`src/rtl/i2c_tgt_pkg.sv`:
```
package i2c_tgt_pkg;
  localparam int unsigned DW = 8;
  localparam int unsigned TA_W = 7;

  localparam logic [2:0] OFS_CTRL = 3'd0;
  localparam logic [2:0] OFS_STAT = 3'd1;
  localparam logic [2:0] OFS_IEN  = 3'd2;
  localparam logic [2:0] OFS_OWN  = 3'd3;
  localparam logic [2:0] OFS_DATA = 3'd4;

  localparam int C_FNACK = 0;
  localparam int C_GCEN  = 1;
  localparam int C_EN    = 2;

  localparam int S_ADR  = 0;
  localparam int S_RXD  = 1;
  localparam int S_TXD  = 2;
  localparam int S_TXE  = 3;
  localparam int S_STOP = 4;
  localparam int S_TXM  = 5;
  localparam int S_GC   = 6;

  typedef enum logic [3:0] {
    ST_IDLE, ST_ADDR, ST_AACK, ST_RWAIT, ST_RX,
    ST_RACK, ST_TLOAD, ST_TX, ST_TACK, ST_DONE
  } eng_state_e;
endpackage

```
`src/rtl/i2c_tgt_sync.sv`:
```
module i2c_tgt_sync #(
  parameter int unsigned STAGES = 2
) (
  input  logic clk_i,
  input  logic rst_ni,
  input  logic scl_i,
  input  logic sda_i,
  output logic sda_o,
  output logic scl_rise_o,
  output logic scl_fall_o,
  output logic start_o,
  output logic stop_o
);
  logic [1:0] pipe_q [STAGES];
  logic [1:0] prev_q;
  logic       scl_c, sda_c, scl_p, sda_p;

  always_ff @(posedge clk_i or negedge rst_ni) begin
    if (!rst_ni) begin
      for (int k = 0; k < STAGES; k++) pipe_q[k] <= 2'b11;
      prev_q <= 2'b11;
    end else begin
      pipe_q[0] <= {scl_i, sda_i};
      for (int k = 1; k < STAGES; k++) pipe_q[k] <= pipe_q[k-1];
      prev_q <= pipe_q[STAGES-1];
    end
  end

  assign {scl_c, sda_c} = pipe_q[STAGES-1];
  assign {scl_p, sda_p} = prev_q;

  assign sda_o      = sda_c;
  assign scl_rise_o = scl_c & ~scl_p;
  assign scl_fall_o = ~scl_c & scl_p;
  // SDA edges while SCL stays high
  assign start_o    = scl_c & scl_p & sda_p & ~sda_c;
  assign stop_o     = scl_c & scl_p & ~sda_p & sda_c;
endmodule

```
`src/rtl/i2c_tgt_engine.sv`:
```
module i2c_tgt_engine import i2c_tgt_pkg::*; (
  input  logic            clk_i,
  input  logic            rst_ni,
  input  logic            en_i,
  input  logic            gc_en_i,
  input  logic            fnack_i,
  input  logic [TA_W-1:0] own_addr_i,
  input  logic            sda_i,
  input  logic            rise_i,
  input  logic            fall_i,
  input  logic            start_i,
  input  logic            stop_i,
  input  logic            rx_full_i,
  input  logic            tx_full_i,
  input  logic [DW-1:0]   tx_data_i,
  output logic            sda_oe_o,
  output logic            scl_oe_o,
  output logic            adr_ev_o,
  output logic            rw_o,
  output logic            gc_ev_o,
  output logic            rx_load_o,
  output logic            rxd_ev_o,
  output logic [DW-1:0]   rx_data_o,
  output logic            txe_ev_o,
  output logic            txd_ev_o,
  output logic            stop_ev_o
);
  localparam int unsigned CW = $clog2(DW + 1);
  localparam logic [CW-1:0] FULL = CW'(DW);
  localparam logic [CW-1:0] LAST = CW'(DW - 1);

  eng_state_e      st_q;
  logic [DW-1:0]   sh_q;
  logic [CW-1:0]   cnt_q;
  logic            ack_q, rw_q, mack_q, hit_q;
  logic            own_hit, gc_hit;

  assign own_hit = (sh_q[DW-1:1] == own_addr_i) && (sh_q[DW-1:1] != '0);
  assign gc_hit  = gc_en_i && (sh_q == '0);

  always_ff @(posedge clk_i or negedge rst_ni) begin
    if (!rst_ni) begin
      st_q <= ST_IDLE; sh_q <= '0; cnt_q <= '0;
      ack_q <= 1'b0; rw_q <= 1'b0; mack_q <= 1'b0; hit_q <= 1'b0;
      adr_ev_o <= 1'b0; gc_ev_o <= 1'b0; rx_load_o <= 1'b0; rxd_ev_o <= 1'b0;
      txe_ev_o <= 1'b0; txd_ev_o <= 1'b0; stop_ev_o <= 1'b0;
    end else begin
      adr_ev_o <= 1'b0; gc_ev_o <= 1'b0; rx_load_o <= 1'b0; rxd_ev_o <= 1'b0;
      txe_ev_o <= 1'b0; txd_ev_o <= 1'b0; stop_ev_o <= 1'b0;
      if (!en_i) begin
        st_q <= ST_IDLE; ack_q <= 1'b0; hit_q <= 1'b0;
      end else if (start_i) begin
        st_q <= ST_ADDR; cnt_q <= '0; ack_q <= 1'b0;
      end else if (stop_i) begin
        st_q <= ST_IDLE; ack_q <= 1'b0; hit_q <= 1'b0;
        stop_ev_o <= hit_q;
      end else begin
        unique case (st_q)
          ST_ADDR, ST_RX: begin
            if (rise_i) begin
              sh_q  <= {sh_q[DW-2:0], sda_i};
              cnt_q <= cnt_q + 1'b1;
            end else if (fall_i && cnt_q == FULL) begin
              if (st_q == ST_RX) begin
                ack_q <= ~fnack_i; st_q <= ST_RACK;
                rx_load_o <= 1'b1; rxd_ev_o <= 1'b1;
              end else if (own_hit || gc_hit) begin
                ack_q <= 1'b1; st_q <= ST_AACK; hit_q <= 1'b1;
                rw_q <= sh_q[0]; adr_ev_o <= 1'b1; gc_ev_o <= gc_hit;
                rx_load_o <= ~sh_q[0];
              end else begin
                st_q <= ST_DONE;
              end
            end
          end
          ST_AACK: if (fall_i) begin
            ack_q <= 1'b0; cnt_q <= '0;
            st_q  <= rw_q ? ST_TLOAD : ST_RWAIT;
          end
          ST_RACK: if (fall_i) begin
            ack_q <= 1'b0; st_q <= ST_RWAIT;
          end
          ST_RWAIT: if (!rx_full_i) begin
            cnt_q <= '0; st_q <= ST_RX;
          end
          ST_TLOAD: if (tx_full_i) begin
            sh_q <= tx_data_i; cnt_q <= '0; txe_ev_o <= 1'b1; st_q <= ST_TX;
          end
          ST_TX: if (fall_i) begin
            if (cnt_q == LAST) st_q <= ST_TACK;
            else begin
              sh_q  <= {sh_q[DW-2:0], 1'b0};
              cnt_q <= cnt_q + 1'b1;
            end
          end
          ST_TACK: begin
            if (rise_i) begin
              txd_ev_o <= 1'b1; mack_q <= ~sda_i;
            end else if (fall_i) begin
              st_q <= mack_q ? ST_TLOAD : ST_DONE;
            end
          end
          default: ;
        endcase
      end
    end
  end

  assign rw_o      = rw_q;
  assign rx_data_o = sh_q;
  assign sda_oe_o  = ((st_q == ST_AACK || st_q == ST_RACK) && ack_q) ||
                     (st_q == ST_TX && !sh_q[DW-1]);
  // byte-level flow control
  assign scl_oe_o  = (st_q == ST_RWAIT && rx_full_i) ||
                     (st_q == ST_TLOAD && !tx_full_i);
endmodule

```
`src/rtl/i2c_tgt_regs.sv`:
```
module i2c_tgt_regs import i2c_tgt_pkg::*; #(
  parameter int unsigned AW = 3
) (
  input  logic            clk_i,
  input  logic            rst_ni,
  input  logic            we_i,
  input  logic            re_i,
  input  logic [AW-1:0]   addr_i,
  input  logic [DW-1:0]   wdata_i,
  output logic [DW-1:0]   rdata_o,
  input  logic            adr_ev_i,
  input  logic            rw_i,
  input  logic            gc_ev_i,
  input  logic            stop_ev_i,
  input  logic            txe_ev_i,
  input  logic            txd_ev_i,
  input  logic            rxd_ev_i,
  input  logic            rx_load_i,
  input  logic [DW-1:0]   rx_data_i,
  output logic            en_o,
  output logic            gc_en_o,
  output logic            fnack_o,
  output logic [TA_W-1:0] own_addr_o,
  output logic            rx_full_o,
  output logic            tx_full_o,
  output logic [DW-1:0]   tx_data_o,
  output logic [6:0]      status_o,
  output logic            irq_o
);
  logic [3:0]      ctrl_q;
  logic [6:0]      ien_q, flag_q, set_vec, keep;
  logic [TA_W-1:0] own_q;
  logic            stm_q;
  logic [DW-1:0]   rx_q;
  logic            w_ctrl, w_stat, w_ien, w_own, w_data, r_data;

  assign w_ctrl = we_i && addr_i == AW'(OFS_CTRL);
  assign w_stat = we_i && addr_i == AW'(OFS_STAT);
  assign w_ien  = we_i && addr_i == AW'(OFS_IEN);
  assign w_own  = we_i && addr_i == AW'(OFS_OWN);
  assign w_data = we_i && addr_i == AW'(OFS_DATA);
  assign r_data = re_i && addr_i == AW'(OFS_DATA);

  always_comb begin
    set_vec         = '0;
    set_vec[S_ADR]  = adr_ev_i;
    set_vec[S_RXD]  = rxd_ev_i;
    set_vec[S_TXD]  = txd_ev_i;
    set_vec[S_TXE]  = txe_ev_i;
    set_vec[S_STOP] = stop_ev_i;
    set_vec[S_GC]   = gc_ev_i;
    keep            = w_stat ? wdata_i[6:0] : '1;
    keep[S_TXM]     = 1'b0;
  end

  always_ff @(posedge clk_i or negedge rst_ni) begin
    if (!rst_ni) begin
      ctrl_q <= '0; ien_q <= '0; own_q <= '0; flag_q <= '0; stm_q <= 1'b0;
      rx_q <= '0; tx_data_o <= '0; rx_full_o <= 1'b0; tx_full_o <= 1'b0;
    end else begin
      if (w_ctrl) ctrl_q <= wdata_i[3:0];
      if (w_ien)  ien_q  <= wdata_i[6:0];
      if (w_own)  own_q  <= wdata_i[TA_W-1:0];
      flag_q <= (flag_q & keep) | set_vec;  // new event wins over a clear
      if (adr_ev_i) stm_q <= rw_i;
      if (rx_load_i) begin
        rx_q <= rx_data_i; rx_full_o <= 1'b1;
      end else if (r_data) rx_full_o <= 1'b0;
      if (w_data) begin
        tx_data_o <= wdata_i; tx_full_o <= 1'b1;
      end else if (txe_ev_i) tx_full_o <= 1'b0;
    end
  end

  always_comb begin
    status_o        = flag_q;
    status_o[S_TXM] = stm_q;
  end

  always_comb begin
    unique case (addr_i)
      AW'(OFS_CTRL): rdata_o = {4'b0, ctrl_q};
      AW'(OFS_STAT): rdata_o = {1'b0, status_o};
      AW'(OFS_IEN):  rdata_o = {1'b0, ien_q};
      AW'(OFS_OWN):  rdata_o = {1'b0, own_q};
      AW'(OFS_DATA): rdata_o = rx_q;
      default:       rdata_o = '0;
    endcase
  end

  assign en_o       = ctrl_q[C_EN];
  assign gc_en_o    = ctrl_q[C_GCEN];
  assign fnack_o    = ctrl_q[C_FNACK];
  assign own_addr_o = own_q;
  assign irq_o      = |(status_o & ien_q);
endmodule

```
`src/rtl/i2c_tgt_ctrl.sv`:
```
module i2c_tgt_ctrl import i2c_tgt_pkg::*; #(
  parameter int unsigned AW          = 3,
  parameter int unsigned SYNC_STAGES = 2
) (
  input  logic          clk_i,
  input  logic          rst_ni,
  input  logic          we_i,
  input  logic          re_i,
  input  logic [AW-1:0] addr_i,
  input  logic [DW-1:0] wdata_i,
  output logic [DW-1:0] rdata_o,
  input  logic          scl_i,
  input  logic          sda_i,
  output logic          scl_oe_o,
  output logic          sda_oe_o,
  output logic          irq_o
);
  logic sda_s, rise, fall, start, stop;
  logic en, gc_en, fnack, rx_full, tx_full;
  logic adr_ev, rw, gc_ev, rx_load, rxd_ev, txe_ev, txd_ev, stop_ev;
  logic [TA_W-1:0] own_addr;
  logic [DW-1:0]   rx_data, tx_data;
  logic [6:0]      status;

  i2c_tgt_sync #(.STAGES(SYNC_STAGES)) u_sync (
    .clk_i, .rst_ni, .scl_i, .sda_i,
    .sda_o(sda_s), .scl_rise_o(rise), .scl_fall_o(fall),
    .start_o(start), .stop_o(stop)
  );

  i2c_tgt_engine u_eng (
    .clk_i, .rst_ni, .en_i(en), .gc_en_i(gc_en), .fnack_i(fnack),
    .own_addr_i(own_addr), .sda_i(sda_s), .rise_i(rise), .fall_i(fall),
    .start_i(start), .stop_i(stop), .rx_full_i(rx_full), .tx_full_i(tx_full),
    .tx_data_i(tx_data), .sda_oe_o, .scl_oe_o, .adr_ev_o(adr_ev), .rw_o(rw),
    .gc_ev_o(gc_ev), .rx_load_o(rx_load), .rxd_ev_o(rxd_ev), .rx_data_o(rx_data),
    .txe_ev_o(txe_ev), .txd_ev_o(txd_ev), .stop_ev_o(stop_ev)
  );

  i2c_tgt_regs #(.AW(AW)) u_regs (
    .clk_i, .rst_ni, .we_i, .re_i, .addr_i, .wdata_i, .rdata_o,
    .adr_ev_i(adr_ev), .rw_i(rw), .gc_ev_i(gc_ev), .stop_ev_i(stop_ev),
    .txe_ev_i(txe_ev), .txd_ev_i(txd_ev), .rxd_ev_i(rxd_ev),
    .rx_load_i(rx_load), .rx_data_i(rx_data), .en_o(en), .gc_en_o(gc_en),
    .fnack_o(fnack), .own_addr_o(own_addr), .rx_full_o(rx_full),
    .tx_full_o(tx_full), .tx_data_o(tx_data), .status_o(status), .irq_o
  );
endmodule

```
`config.mk`:
```
export PLATFORM = sky130hd
export DESIGN_NAME = i2c_tgt_ctrl
export DESIGN_NICKNAME = d
export VERILOG_FILES = /design/src/rtl/i2c_tgt_pkg.sv /design/src/rtl/i2c_tgt_sync.sv /design/src/rtl/i2c_tgt_engine.sv /design/src/rtl/i2c_tgt_regs.sv /design/src/rtl/i2c_tgt_ctrl.sv
export SDC_FILE = /design/constraint.sdc
export NUM_CORES = 1
export LEC_CHECK = 0
export ABC_CLOCK_PERIOD_IN_PS = 2150
export BUFFER_PORTS_ARGS = -buffer_cell sky130_fd_sc_hd__buf_2
export CORE_UTILIZATION = 50
export DETAILED_ROUTE_END_ITERATION = 10
export PLACE_DENSITY = 0.68
export SETUP_SLACK_MARGIN = 0.05
export SYNTH_ARGS = -nofsm -noshare
export SYNTH_HDL_FRONTEND = slang
export SYNTH_SLANG_ARGS = --single-unit
export TNS_END_PERCENT = 5
```
`constraint.sdc`:
```
create_clock -name clk_i -period 2.15 [get_ports clk_i]
set_input_delay 0.43 -clock clk_i [delete_from_list [all_inputs] [get_ports clk_i]]
set_output_delay 0.43 -clock clk_i [all_outputs]
set_load 0.005 [all_outputs]
```
# ---- After elaboration in Yosys (flattened, before gate mapping)
# Cells that the tools add are included.
dict set report word_totals {
  regBits 77
  input_bits 17
  out_inout_bits 11
  word_cells 227
}
dict set report classes {
  n_addsub 1
  n_eq_ne 46
  mux 98
  bitwise 20
  reduce_logical 36
}
# operator count
set ops {}
lappend ops {{4-bit two-way mux} 24}
lappend ops {{1-bit two-way mux} 63}
lappend ops {{5-bit inequality test (second input constant)} 11}
lappend ops {{8-bit one-hot mux with 5 select lines} 1}
lappend ops {{8-bit two-way mux} 4}
lappend ops {{4-bit one-hot mux with 7 select lines} 1}
lappend ops {{3-bit inequality test (second input constant)} 8}
lappend ops {{8-bit one-hot mux with 3 select lines} 1}
lappend ops {{4-bit by 3-bit equality test with 1-bit output (second input constant)} 5}
lappend ops {{4-bit one-hot mux with 5 select lines} 1}
lappend ops {{8-bit AND reduction} 2}
lappend ops {{7-bit AND} 2}
lappend ops {{1-bit logical AND} 13}
lappend ops {{11-bit AND reduction} 1}
lappend ops {{10-bit inequality test (second input constant)} 1}
lappend ops {{1-bit inverter} 10}
lappend ops {{5-bit AND reduction} 2}
lappend ops {{3-bit by 2-bit inequality test with 1-bit output (second input constant)} 3}
lappend ops {{9-bit AND reduction} 1}
lappend ops {{4-bit by 2-bit equality test with 1-bit output (second input constant)} 2}
lappend ops {{4-bit equality test (second input constant)} 2}
lappend ops {{8-bit logical NOT} 1}
lappend ops {{2-bit inequality test (second input constant)} 4}
lappend ops {{1-bit AND} 7}
lappend ops {{other kinds (23)} 31}

# ---- Logic depth before layout (Yosys ltp)
# Gate-level depths: netlist (run 1).
dict set report logic_depth {
  depth_word 11
  ltp_mapped 9
  ltp_nobuf 8
}

# ---- By module
# From an unflattened synthesis (run 1), not the netlist that was laid out.
dict set report unflattened {
  hier_cells 375
  area_unflattened_um2 4140.2
}
# module instances cells_per_inst area_each_um2 seq_area_each_um2
set by_module_without_submodules {}
lappend by_module_without_submodules {i2c_tgt_regs 1 148 1993.2 1076.0}
lappend by_module_without_submodules {i2c_tgt_engine 1 217 1956.9 675.6}
lappend by_module_without_submodules {i2c_tgt_sync 1 10 190.2 157.7}

# ---- Worst setup path before layout (run 1)
# Ideal clock, no wire load.
dict set report synth_path {
  kind {reg2reg}
  start {register u_sync.prev_q[1]}
  end {register u_eng.st_q[0]}
  setup_ns 0.120
  arrival_ns 1.799
  required_time_ns 2.030
  setup_slack_ns 0.230
  path_stages_with_launch 8
  n_path_buf 1
  synth_period_minus_slack_ns 1.920
  path_cell_list {dfstp_2 and2b_1 and2_1 o22ai_1 or3_1 buf_6 and3_4 a41o_1}
}
dict set report synth_between {
  elab_chain_cells 6
  word_cells_on_any_way 24
  cone_classes {11 x eq/ne; 3 x mux; 8 x bitwise; 2 x reduce/logical}
}
# item line
set synth_lines {}
lappend synth_lines {{from (decl)} i2c_tgt_sync.sv:15} ;# logic [1:0] prev_q;
lappend synth_lines {{from (signal assigned)} i2c_tgt_sync.sv:25} ;# prev_q <= pipe_q[STAGES-1];
lappend synth_lines {{parallel branches: the longest is 6 deep, another holds 11-bit AND reduction} n/a}
lappend synth_lines {{to (signal assigned)} i2c_tgt_engine.sv:78} ;# st_q <= rw_q ? ST_TLOAD : ST_RWAIT;
lappend synth_lines {{to (signal assigned)} i2c_tgt_engine.sv:100} ;# st_q <= mack_q ? ST_TLOAD : ST_DONE;
lappend synth_lines {{to (decl)} i2c_tgt_engine.sv:32} ;# eng_state_e st_q;
# Several ways; the timed one is not identified.
# A chain may end at the register's enable or synchronous reset.

# ---- Final worst setup path (run 1)
dict set report layout_path {
  start {register u_eng.st_q[0]}
  end {output scl_oe_o}
}
dict set report layout_between {
  elab_chain_cells 3
  word_cells_on_any_way 5
  cone_classes {2 x eq/ne; 3 x reduce/logical}
}
# item line
set layout_lines {}
lappend layout_lines {{4-bit by 2-bit equality test with 1-bit output or 4-bit by 3-bit equality test with 1-bit output (tied branches)} {i2c_tgt_engine.sv:114, i2c_tgt_engine.sv:115}}
lappend layout_lines {{1-bit logical AND (on tied branches)} {i2c_tgt_engine.sv:114, i2c_tgt_engine.sv:115}}
lappend layout_lines {{1-bit logical OR (*)} i2c_tgt_engine.sv:114} ;# assign scl_oe_o = (st_q == ST_RWAIT && rx_full_i) ||
lappend layout_lines {{to (decl)} i2c_tgt_ctrl.sv:14} ;# output logic scl_oe_o,
# Every way passes the cells marked *; elsewhere a longest branch is shown, timed or not.

==> out/qor.yml, run 1 <==
status: "completed"
grt.total_usage_pct: 25.70
fin_hold_ws_ns: 0.06700
pwr-share-seq_pct: 44.1
path_max_fanout: 6
antenna_cells: 0
die_h_um: 90.77
htree_levels: 3
synth.yosys.warnings: 0
synthFlopType: "dfrtp_1"
drcViolationCount: 0
r2r_setup_slack_ns: 0.11
cp.buffers_inverters: 1
final-hold-violation-count: 0
async_reset_ff_share_pct: 100.0
powerDensity_nw_per_um2: 962.1
slew_headroom_pct: 62.09
pre_cts_ws_ns: 0.02980
die_area_um2: 8239
core_area_um2: 7687
hold_class: "in2async"
clock_power_share_pct: 26.9
synth_cell_type_count: 67
cts_made_buffers: 9
area_delta_synth_final_pct: 17.21
syn_area_um2: 3940
maxCapViolCount: 0
drt-pass1-iter-count: 4
clock_latency_ns: 0.35
synth_seq_area_share_pct: 48.46
layout_setup_ws_ns: 0.09075
synth_edf_count: 0
grt_pass1_vias: 3023
antenna_found_initial: 0
routed-via-count: 3046
port_buffers: 27
slew_viol_final: 0
cts_tree: "yes"
syn_avg_cell_area_um2: 10.77
switching_share_pct: 32.42
clkTransAtPathRegs_ns: 0.08
p_leak_uw: 0.002045
synth_area_leaders: "dfrtp_1, mux2_2, mux2i_1, dfstp_2, nor2_1"
max_freq_mhz: 485.6
power_frac_comb_pct: 29.0
crit_slowest_cell: "or3b_2"
row_count: 32
worstPathCellList: "or3b_2 -> a21boi_2 -> buf_2"
max_stage_delay_ns: 0.48
synth-seq-cells: 76
finalCritPeriodShare_pct: 95.78
synthesis.nets: 385
wl_per_cell_um: 18.64
routed_wl_mm: 9.804
final_util_pct: 60.07
grt_pass1_wl_mm: 16.18
crit_required_ns: 1.72
r2r_start: "u_eng.rx_data_o[3]"
clk_path_buf_depth: 2
io_pins: 28
switching_power_uw: 1441
start_util_pct: 51.25
hold_buffers: 0
yosysTopAreaCell: "dfrtp_1"
nNetsFinal: 438
overflow: 0
path_class: "reg2out"
ant_nets: 0
ir_worst_vdd_v: 0.0004909
cts_sinks: 76
cp-end-kind: "output pin"
place.gp.congestion: 0.8951
reg2regPathDepth: 5
layout-drive-gt1-share_pct: 33.02
worst_pin_slew_ns: 0.5686
r2r_end: "u_eng.st_q[0]"
dp_hpwl_mm: 7.280
grt_max_degree: 45
rsz0062_at_grt: "true"
cp_top_family: "simple AND/OR/NAND/NOR gates"
finalClockSkew_ns: 0.01520
cts_root_buf: "clkbuf_8"
setup-violations-final: 0
worstPathArrival_ns: 1.63
die_w_um: 90.77
period_minus_slack_ns: 2.059
drt-initial-drc-count: 123
syn_inst: 366
cp-start-kind: "flip-flop"
vias_per_cell: 5.791
yosysTopAreaCellShare_pct: 44.46
intPower_uw: 3002
cell usage after synthesis, types with 3 or more instances:
| cell | count |
|---|---|
| clkbuf_1 | 9 |
| o211ai_1 | 3 |
| a21o_1 | 3 |
| mux2i_1 | 21 |
| nand2_1 | 19 |
| buf_6 | 3 |
| mux2_2 | 35 |
| nor2_1 | 30 |
| o22ai_1 | 10 |
| nand2b_1 | 10 |
| nand4_1 | 3 |
| and3_1 | 4 |
| a22oi_1 | 6 |
| dfrtp_1 | 70 |
| nand3b_1 | 3 |
| nand3_1 | 9 |
| o21ai_0 | 19 |
| xnor2_1 | 9 |
| dfstp_2 | 6 |
| nor2b_1 | 5 |
| inv_1 | 8 |
| nor3_1 | 3 |
| a21oi_1 | 20 |
| nor3b_1 | 3 |
| nand4b_1 | 3 |
flip-flops by register name (all words and copies together) (netlist names), 2 cells and up:
signal and cells:
u_sync.prev_q 2, u_eng.st_q 4, u_regs.rx_q 8, u_regs.ien_q 7, u_sync.pipe_q 3, u_regs.flag_q 6
u_eng.cnt_q 4, u_eng.rx_data_o 8, u_regs.ctrl_q 4, u_regs.tx_data_o 8, u_regs.own_addr_o 7
area by class of cell:
class,count,area [um2]
Tap cell,102,127.6
Clock buffer,12,145.1
Multi-Input combinational cell,265,1932
Inverter,8,30.03
Clock inverter,4,73.82
Timing Repair Buffer,59,394.1
Sequential cell,76,1916
Fill cell,679,3069
cell families after synthesis:
| group | synth area share [%] |
|---|---|
| xor gates and xnor gates | 2.001 |
| adders and majority gates | 0.6350 |
| muxes | 15.62 |
| AOI/OAI and AO/OA | 13.75 |
| buffers and inverters | 3.271 |
| and+or+nand+nor | 16.26 |
| DFF | 48.46 |
metal layers:
layer | vias to the layer above | part of all wire, % | GRT usage [%] | wire length [um]
met5 | - | 0 | 0 | 0
met4 | 0 | 1.9 | 7.672 | 184
met3 | 15 | 4.0 | 4.798 | 397
met2 | 87 | 50 | 42.68 | 4922
met1 | 1509 | 44 | 34.27 | 4300
li1 | 1435 | - | - | -
what timing repair did:
action,in CTS,in global routing
endpoints found under the setup margin,4,10
resized for setup,3,11
pin swaps,0,5
buffers inserted,3,5
cell usage in the layout (no fill, tap or decap), types with 3 or more instances in the layout:
master and count:
and3_1 4, dfstp_2 6, dfrtp_2 5, nand2_1 19
nor2b_1 5, inv_1 8, xnor2_1 9, a22oi_1 6
nand4_1 3, nand2b_1 10, nand3b_1 3, o211ai_1 3
mux2i_1 21, nand4b_1 3, a21o_1 3, dfrtp_1 65
o22ai_1 10, o21ai_0 18, buf_2 26, buf_4 31
nor3_1 3, nor2_1 29, nand3_1 9, mux2_2 35
a21oi_1 19, clkbuf_8 10
power by group through the flow:
stage / sequential, uW / clock, uW / combinational (uW)
after floorplan: 1880 / 0 / 913
after global placement: 1960 / 0 / 1160
after detailed placement: 1970 / 0 / 1190
after CTS: 1950 / 1220 / 1220
after global routing: 1990 / 1280 / 1420
final: 1960 / 1200 / 1290
stage by stage:
stage / power, uW / TNS (ns) / area [um2] / std cells
2_1_floorplan: 2790 / 0 / 3940 / 366
3_3_place_gp: 3116 / 0 / 4299 / 502
3_5_place_dp: 3164 / 0 / 4299 / 502
4_1_cts: 4387 / 0 / 4546 / 521
5_1_grt: 4696 / -0.02839 / 4618 / 526
6_report: 4443 / 0 / 4618 / 526
how the worst max path moves through the flow:
stage,start,endpoint,slack (ns),cells past startpoint
final,u_eng.st_q[0],scl_oe_o,0.09,3
after global routing,u_eng.rx_data_o[3],u_eng.st_q[0],-0.03,5
after CTS,u_eng.st_q[2],sda_oe_o,0.06,8
after detailed placement,u_eng.st_q[2],u_eng.cnt_q[1],0.03,7
after global placement,u_eng.st_q[2],u_eng.cnt_q[3],0.13,7
after floorplan,u_sync.prev_q[1],u_eng.st_q[0],0.23,7
No activity file was read; power rests on OpenSTA's default activity.
==> run 2: changes to the inputs <==
Settings changed: SYNTH_HIERARCHICAL set to 1.
==> run 2 against run 1 <==
Cell area rose by 3.9%. Routed wire length increased by 2.1%. Total power is 8.4% lower. Global-route usage fell by 1.2 points. Via count increased by 4.7%. Sequential share of layout area decreased by 1.6 points. Die area is 4.8% higher. Core utilization grew 1.1 points. First-iteration DRC count is 120% higher. Fmax decreased by 1.1%. Final cell count up 0.57%. Non-clock buffer count unchanged. Critical path type unchanged. Largest cell class unchanged. Largest power group unchanged. Highest routed layer unchanged.
==> out/qor.yml, run 2 <==
layout-drive-gt1-share_pct: 33.96
final_cells: 529
antenna_cells: 0
vias_per_cell: 6.030
ir_worst_vdd_v: 0.0006008
power_frac_comb_pct: 24.9
drt-initial-drc-count: 273
cts_sinks: 76
drt-pass1-iter-count: 5
setup-violations-final: 0
final-hold-violation-count: 0
start_util_pct: 52.66
antenna_found_initial: 0
pwr-share-seq_pct: 48.9
die_h_um: 92.92
p_leak_uw: 0.002122
hold_class: "in2async"
worst_pin_slew_ns: 0.5534
io_pins: 28
clkTransAtPathRegs_ns: 0.08
final_util_pct: 61.16
placed_cells: 510
worstPathArrival_ns: 1.65
wl_per_cell_um: 18.93
clock_power_share_pct: 26.1
clock_latency_ns: 0.35
status: "completed"
clk_path_buf_depth: 2
switching_power_uw: 1346
nNetsFinal: 441
area_delta_synth_final_pct: 16.14
maxCapViolCount: 0
path_max_fanout: 12
syn_inst: 374
grt.total_usage_pct: 24.49
die_w_um: 92.92
place.gp.congestion: 0.9120
synth.yosys.warnings: 6
dp_hpwl_mm: 7.356
cp-start-kind: "flip-flop"
finalCritPeriodShare_pct: 96.86
syn_avg_cell_area_um2: 11.05
layout_commonest_cell: "dfrtp_1"
period_minus_slack_ns: 2.082
cts_tree: "yes"
row_count: 32
routed_wl_mm: 10.01
grt_pass1_wl_mm: 16.02
port_buffers: 27
layout_common_cells: "dfrtp_1, mux2_2, buf_4"
path_class: "reg2out"
slew_viol_final: 0
cts_made_buffers: 9
ant_nets: 0
grt_pass1_vias: 3101
max_freq_mhz: 480.2
intPower_uw: 2722
cp-end-kind: "output pin"
finalClockSkew_ns: 0.009903
slew_headroom_pct: 63.11
routed-via-count: 3190
grt_max_degree: 44
synthesis.nets: 393
core_area_um2: 7848
crit_required_ns: 1.72
htree_levels: 3
drcViolationCount: 0
powerDensity_nw_per_um2: 847.6
die_area_um2: 8633
cts_root_buf: "clkbuf_8"
rsz0062_at_grt: "true"
syn_area_um2: 4133
switching_share_pct: 33.08
overflow: 0
==> run 2: metrics by stage <==
stage | instance area (um2) | hold WS, ns | TNS [ns] | power (uW) | setup slack (ns)
6_report | 4800 | 0.05384 | 0 | 4068 | 0.06757
5_1_grt | 4800 | 0.08007 | -0.07563 | 4290 | -0.02699
4_1_cts | 4706 | 0.06404 | 0 | 4016 | 0.04873
3_5_place_dp | 4511 | 0.3468 | 0 | 2949 | 0.04650
3_3_place_gp | 4511 | 0.3459 | 0 | 2914 | 0.1016
2_1_floorplan | 4135 | 0.1344 | 0 | 2524 | 0.09939
==> run 2: worst paths after layout <==
check | startpoint | to | slack [ns] | depth (start not counted)
max reg2reg | u_sync/prev_q[1] | u_eng/st_q[0] | 0.08 | 6
min | rst_ni | u_eng/cnt_q[3] | 0.05 | 1
min reg2reg | u_sync/pipe_q[2] | u_sync/sda_o | 0.36 | 0
max in group asynchronous | rst_ni | u_eng/rx_data_o[3] | 1.44 | 2
min in group clk_i | sda_i | u_sync/pipe_q[2] | 0.17 | 1
max | u_eng/st_q[1] | sda_oe_o | 0.07 | 5
==> run 2: per-layer routing <==
layer | global-route usage [%] | up-vias | wire length, um
met2 | 37.25 | 89 | 4578
met1 | 35.75 | 1603 | 4895
met4 | 6.795 | 0 | 124
met5 | 0 | - | 0
met3 | 4.516 | 12 | 414
li1 | - | 1486 | -
==> run 2: final cells by class <==
cell class	count	area [um2]
repair buffers	59	406.6
multi-input cells	263	2112
well taps	102	127.6
inverters	13	48.80
clock inverters	6	63.81
clock buffers	10	127.6
fillers	654	3048
flip-flops and latches	76	1913
==> run 2: power by group through the flow <==
stage	sequential [uW]	clock [uW]	combinational (uW)
finish	1990	1060	1010
global route	2020	1150	1120
CTS	1970	1090	963
detailed placement	1990	0	956
global placement	1980	0	932
floorplan	1870	0	653
==> run 2: worst max-delay path, stage by stage (launching register included) <==
cell     delay, ns
dfrtp_1       0.60
buf_4         0.26
nor2_1        0.08
a32oi_1       0.19
nor2_1        0.05
buf_2         0.12
==> run 2: what timing repair did <==
| item | 4_1_cts | 5_1_grt |
|---|---|---|
| pin swaps | 3 | 4 |
| hold endpoints to repair | 0 | 0 |
| setup endpoints to repair | 4 | 19 |
| hold buffers | 0 | 0 |
| gates resized for setup | 2 | 22 |
| buffers inserted | 0 | 2 |
| gates cloned | 0 | 1 |
==> run 3: changes to the inputs <==
Settings changed: CTS_CLUSTER_SIZE set to 8, MAX_ROUTING_LAYER set to met4.
==> run 3 against run 2 <==
Critical path type is now reg2reg. Clock power fell by 5%. Sequential power barely moved. Combinational power barely moved. First-iteration DRC count rose by 8.1%. Setup slack got worse by 0.013 ns. Via count fell by 0.53%. Non-clock buffer count rose by 2. Global-route usage rose by 1.1 points. Clock skew rose by 0.00079 ns. Die area did not move. Hold slack improved by 0.029 ns.
==> out/qor.yml, run 3 (synthesis gave the netlist of run 2 again) <==
status: "completed"
cts_root_buf: "clkbuf_8"
fin_hold_ws_ns: 0.08277
cp-start-kind: "flip-flop"
worstPathCellList: "nor2b_4 -> buf_4 -> or4b_1 -> o221ai_2 -> a221o_1 -> nor2_1 -> a311oi_1"
drt-initial-drc-count: 295
maxCapViolCount: 0
r2r_setup_slack_ns: 0.05
final_cell_area_um2: 4843
cts_made_buffers: 9
grt_max_degree: 77
start_util_pct: 52.66
crit_required_ns: 2.38
nNetsFinal: 443
powerDensity_nw_per_um2: 836.8
hold_class: "in2async"
rsz0062_at_grt: "true"
antenna_cells: 0
cp.buffers_inverters: 1
place.gp.congestion: 0.8819
cts_tree: "yes"
cp-end-kind: "flip-flop"
drt-pass1-iter-count: 5
ant_nets: 0
max_freq_mhz: 477.1
wl_per_cell_um: 19.28
layout-drive-gt1-share_pct: 36.36
intPower_uw: 2627
clock_power_share_pct: 25.0
drcViolationCount: 0
switching_share_pct: 35.17
grt_pass1_wl_mm: 16.26
wl_met2_mm: 4.581
crit_slowest_cell: "dfstp_2"
pwr-share-seq_pct: 49.2
finalSetupTns_ns: 0
setup-violations-final: 0
path_class: "reg2reg"
postPlaceCellArea_um2: 4526
met3_length_um: 573
seqCellArea_um2: 1917
routed_wl_mm: 10.24
dp_hpwl_mm: 7.355
area_delta_synth_final_pct: 17.20
worstPathArrival_ns: 2.33
slew_viol_final: 0
worst_pin_slew_ns: 0.5537
slew_headroom_pct: 63.09
die_w_um: 92.92
finalCritPeriodShare_pct: 97.48
row_count: 32
htree_levels: 3
finalClockSkew_ns: 0.01069
die_area_um2: 8633
layout_common_cells: "dfrtp_1, mux2_2, buf_4"
cts_sinks: 76
period_minus_slack_ns: 2.096
switching_power_uw: 1426
antenna_found_initial: 0
routed-via-count: 3173
final-hold-violation-count: 0
port_buffers: 27
multiInputGateArea_um2: 2146
cp_top_family: "simple AND/OR/NAND/NOR gates"
fillers: 687
max_stage_delay_ns: 0.58
clock_latency_ns: 0.34
met1_length_mm: 5.001
power_frac_comb_pct: 25.8
ir_worst_vdd_v: 0.0006542
grt.total_usage_pct: 25.56
pre_cts_ws_ns: -0.009334
final_util_pct: 61.72
layout_setup_ws_ns: 0.05421
grt_pass1_vias: 3147
clkTransAtPathRegs_ns: 0.09
highest_layer: "met4"
hold_buffers: 0
die_h_um: 92.92
path_max_fanout: 5
core_area_um2: 7848
p_leak_uw: 0.002124
clk_path_buf_depth: 2
io_pins: 28
vias_per_cell: 5.976
overflow: 0
layout_commonest_cell: "dfrtp_1"
## run 3: cell count changes in the layout (fill, tap and decap cells not counted), sizes merged
cell / before / now
inv: 14 / 16
clkbuf: 10 / 9
buf: 59 / 61
bufinv: 1 / 0
clkinv: 2 / 0
clkinvlp: 2 / 4
## run 3: area by class of cell
class,count,share of cell area [%]
inverter,13,1.007
sequential,76,39.58
multi-input combinational,263,44.30
timing repair buffer,61,8.706
tap,102,2.635
clock inverter,7,1.214
clock buffer,9,2.557
## run 3: path summary, 6_finish.rpt
kind | start | end | depth (start not counted)
max | u_sync/pipe_q[1] | u_eng/st_q[3] | 7
min | rst_ni | u_eng/cnt_q[0] | 2
max reg2reg | u_sync/pipe_q[1] | u_eng/st_q[3] | 7
min reg2reg | u_sync/pipe_q[3] | u_sync/pipe_q[1] | 0
max in group asynchronous | rst_ni | u_eng/st_q[2] | 2
min in group clk_i | scl_i | u_sync/pipe_q[3] | 1
## run 3: power groups by stage
stage                     Sequential [uW]  Clock (uW)  Combinational [uW]
after floorplan                      1870           0                 653
after global placement               1980           0                 952
after detailed placement             1990           0                 984
after CTS                            1960        1040                 989
after global routing                 2020        1100                1140
final                                2000        1010                1040
## run 3: repair_timing
action,in CTS,in global routing
endpoints found under the setup margin,4,23
gates cloned,0,1
setup buffers,0,2
gates resized for setup,3,28
pin swaps,0,3
## run 3: metrics by stage
| step | power (uW) | std cells |
|---|---|---|
| 2_1_floorplan | 2524 | 374 |
| 3_3_place_gp | 2933 | 512 |
| 3_5_place_dp | 2976 | 512 |
| 4_1_cts | 3996 | 528 |
| 5_1_grt | 4268 | 531 |
| 6_report | 4053 | 531 |
## run 3: per-layer routing
metal	track usage, %	vias to the layer above
met2	36.95	107
met5	-	-
met3	3.530	7
li1	-	1492
met4	6.667	0
met1	37.84	1567
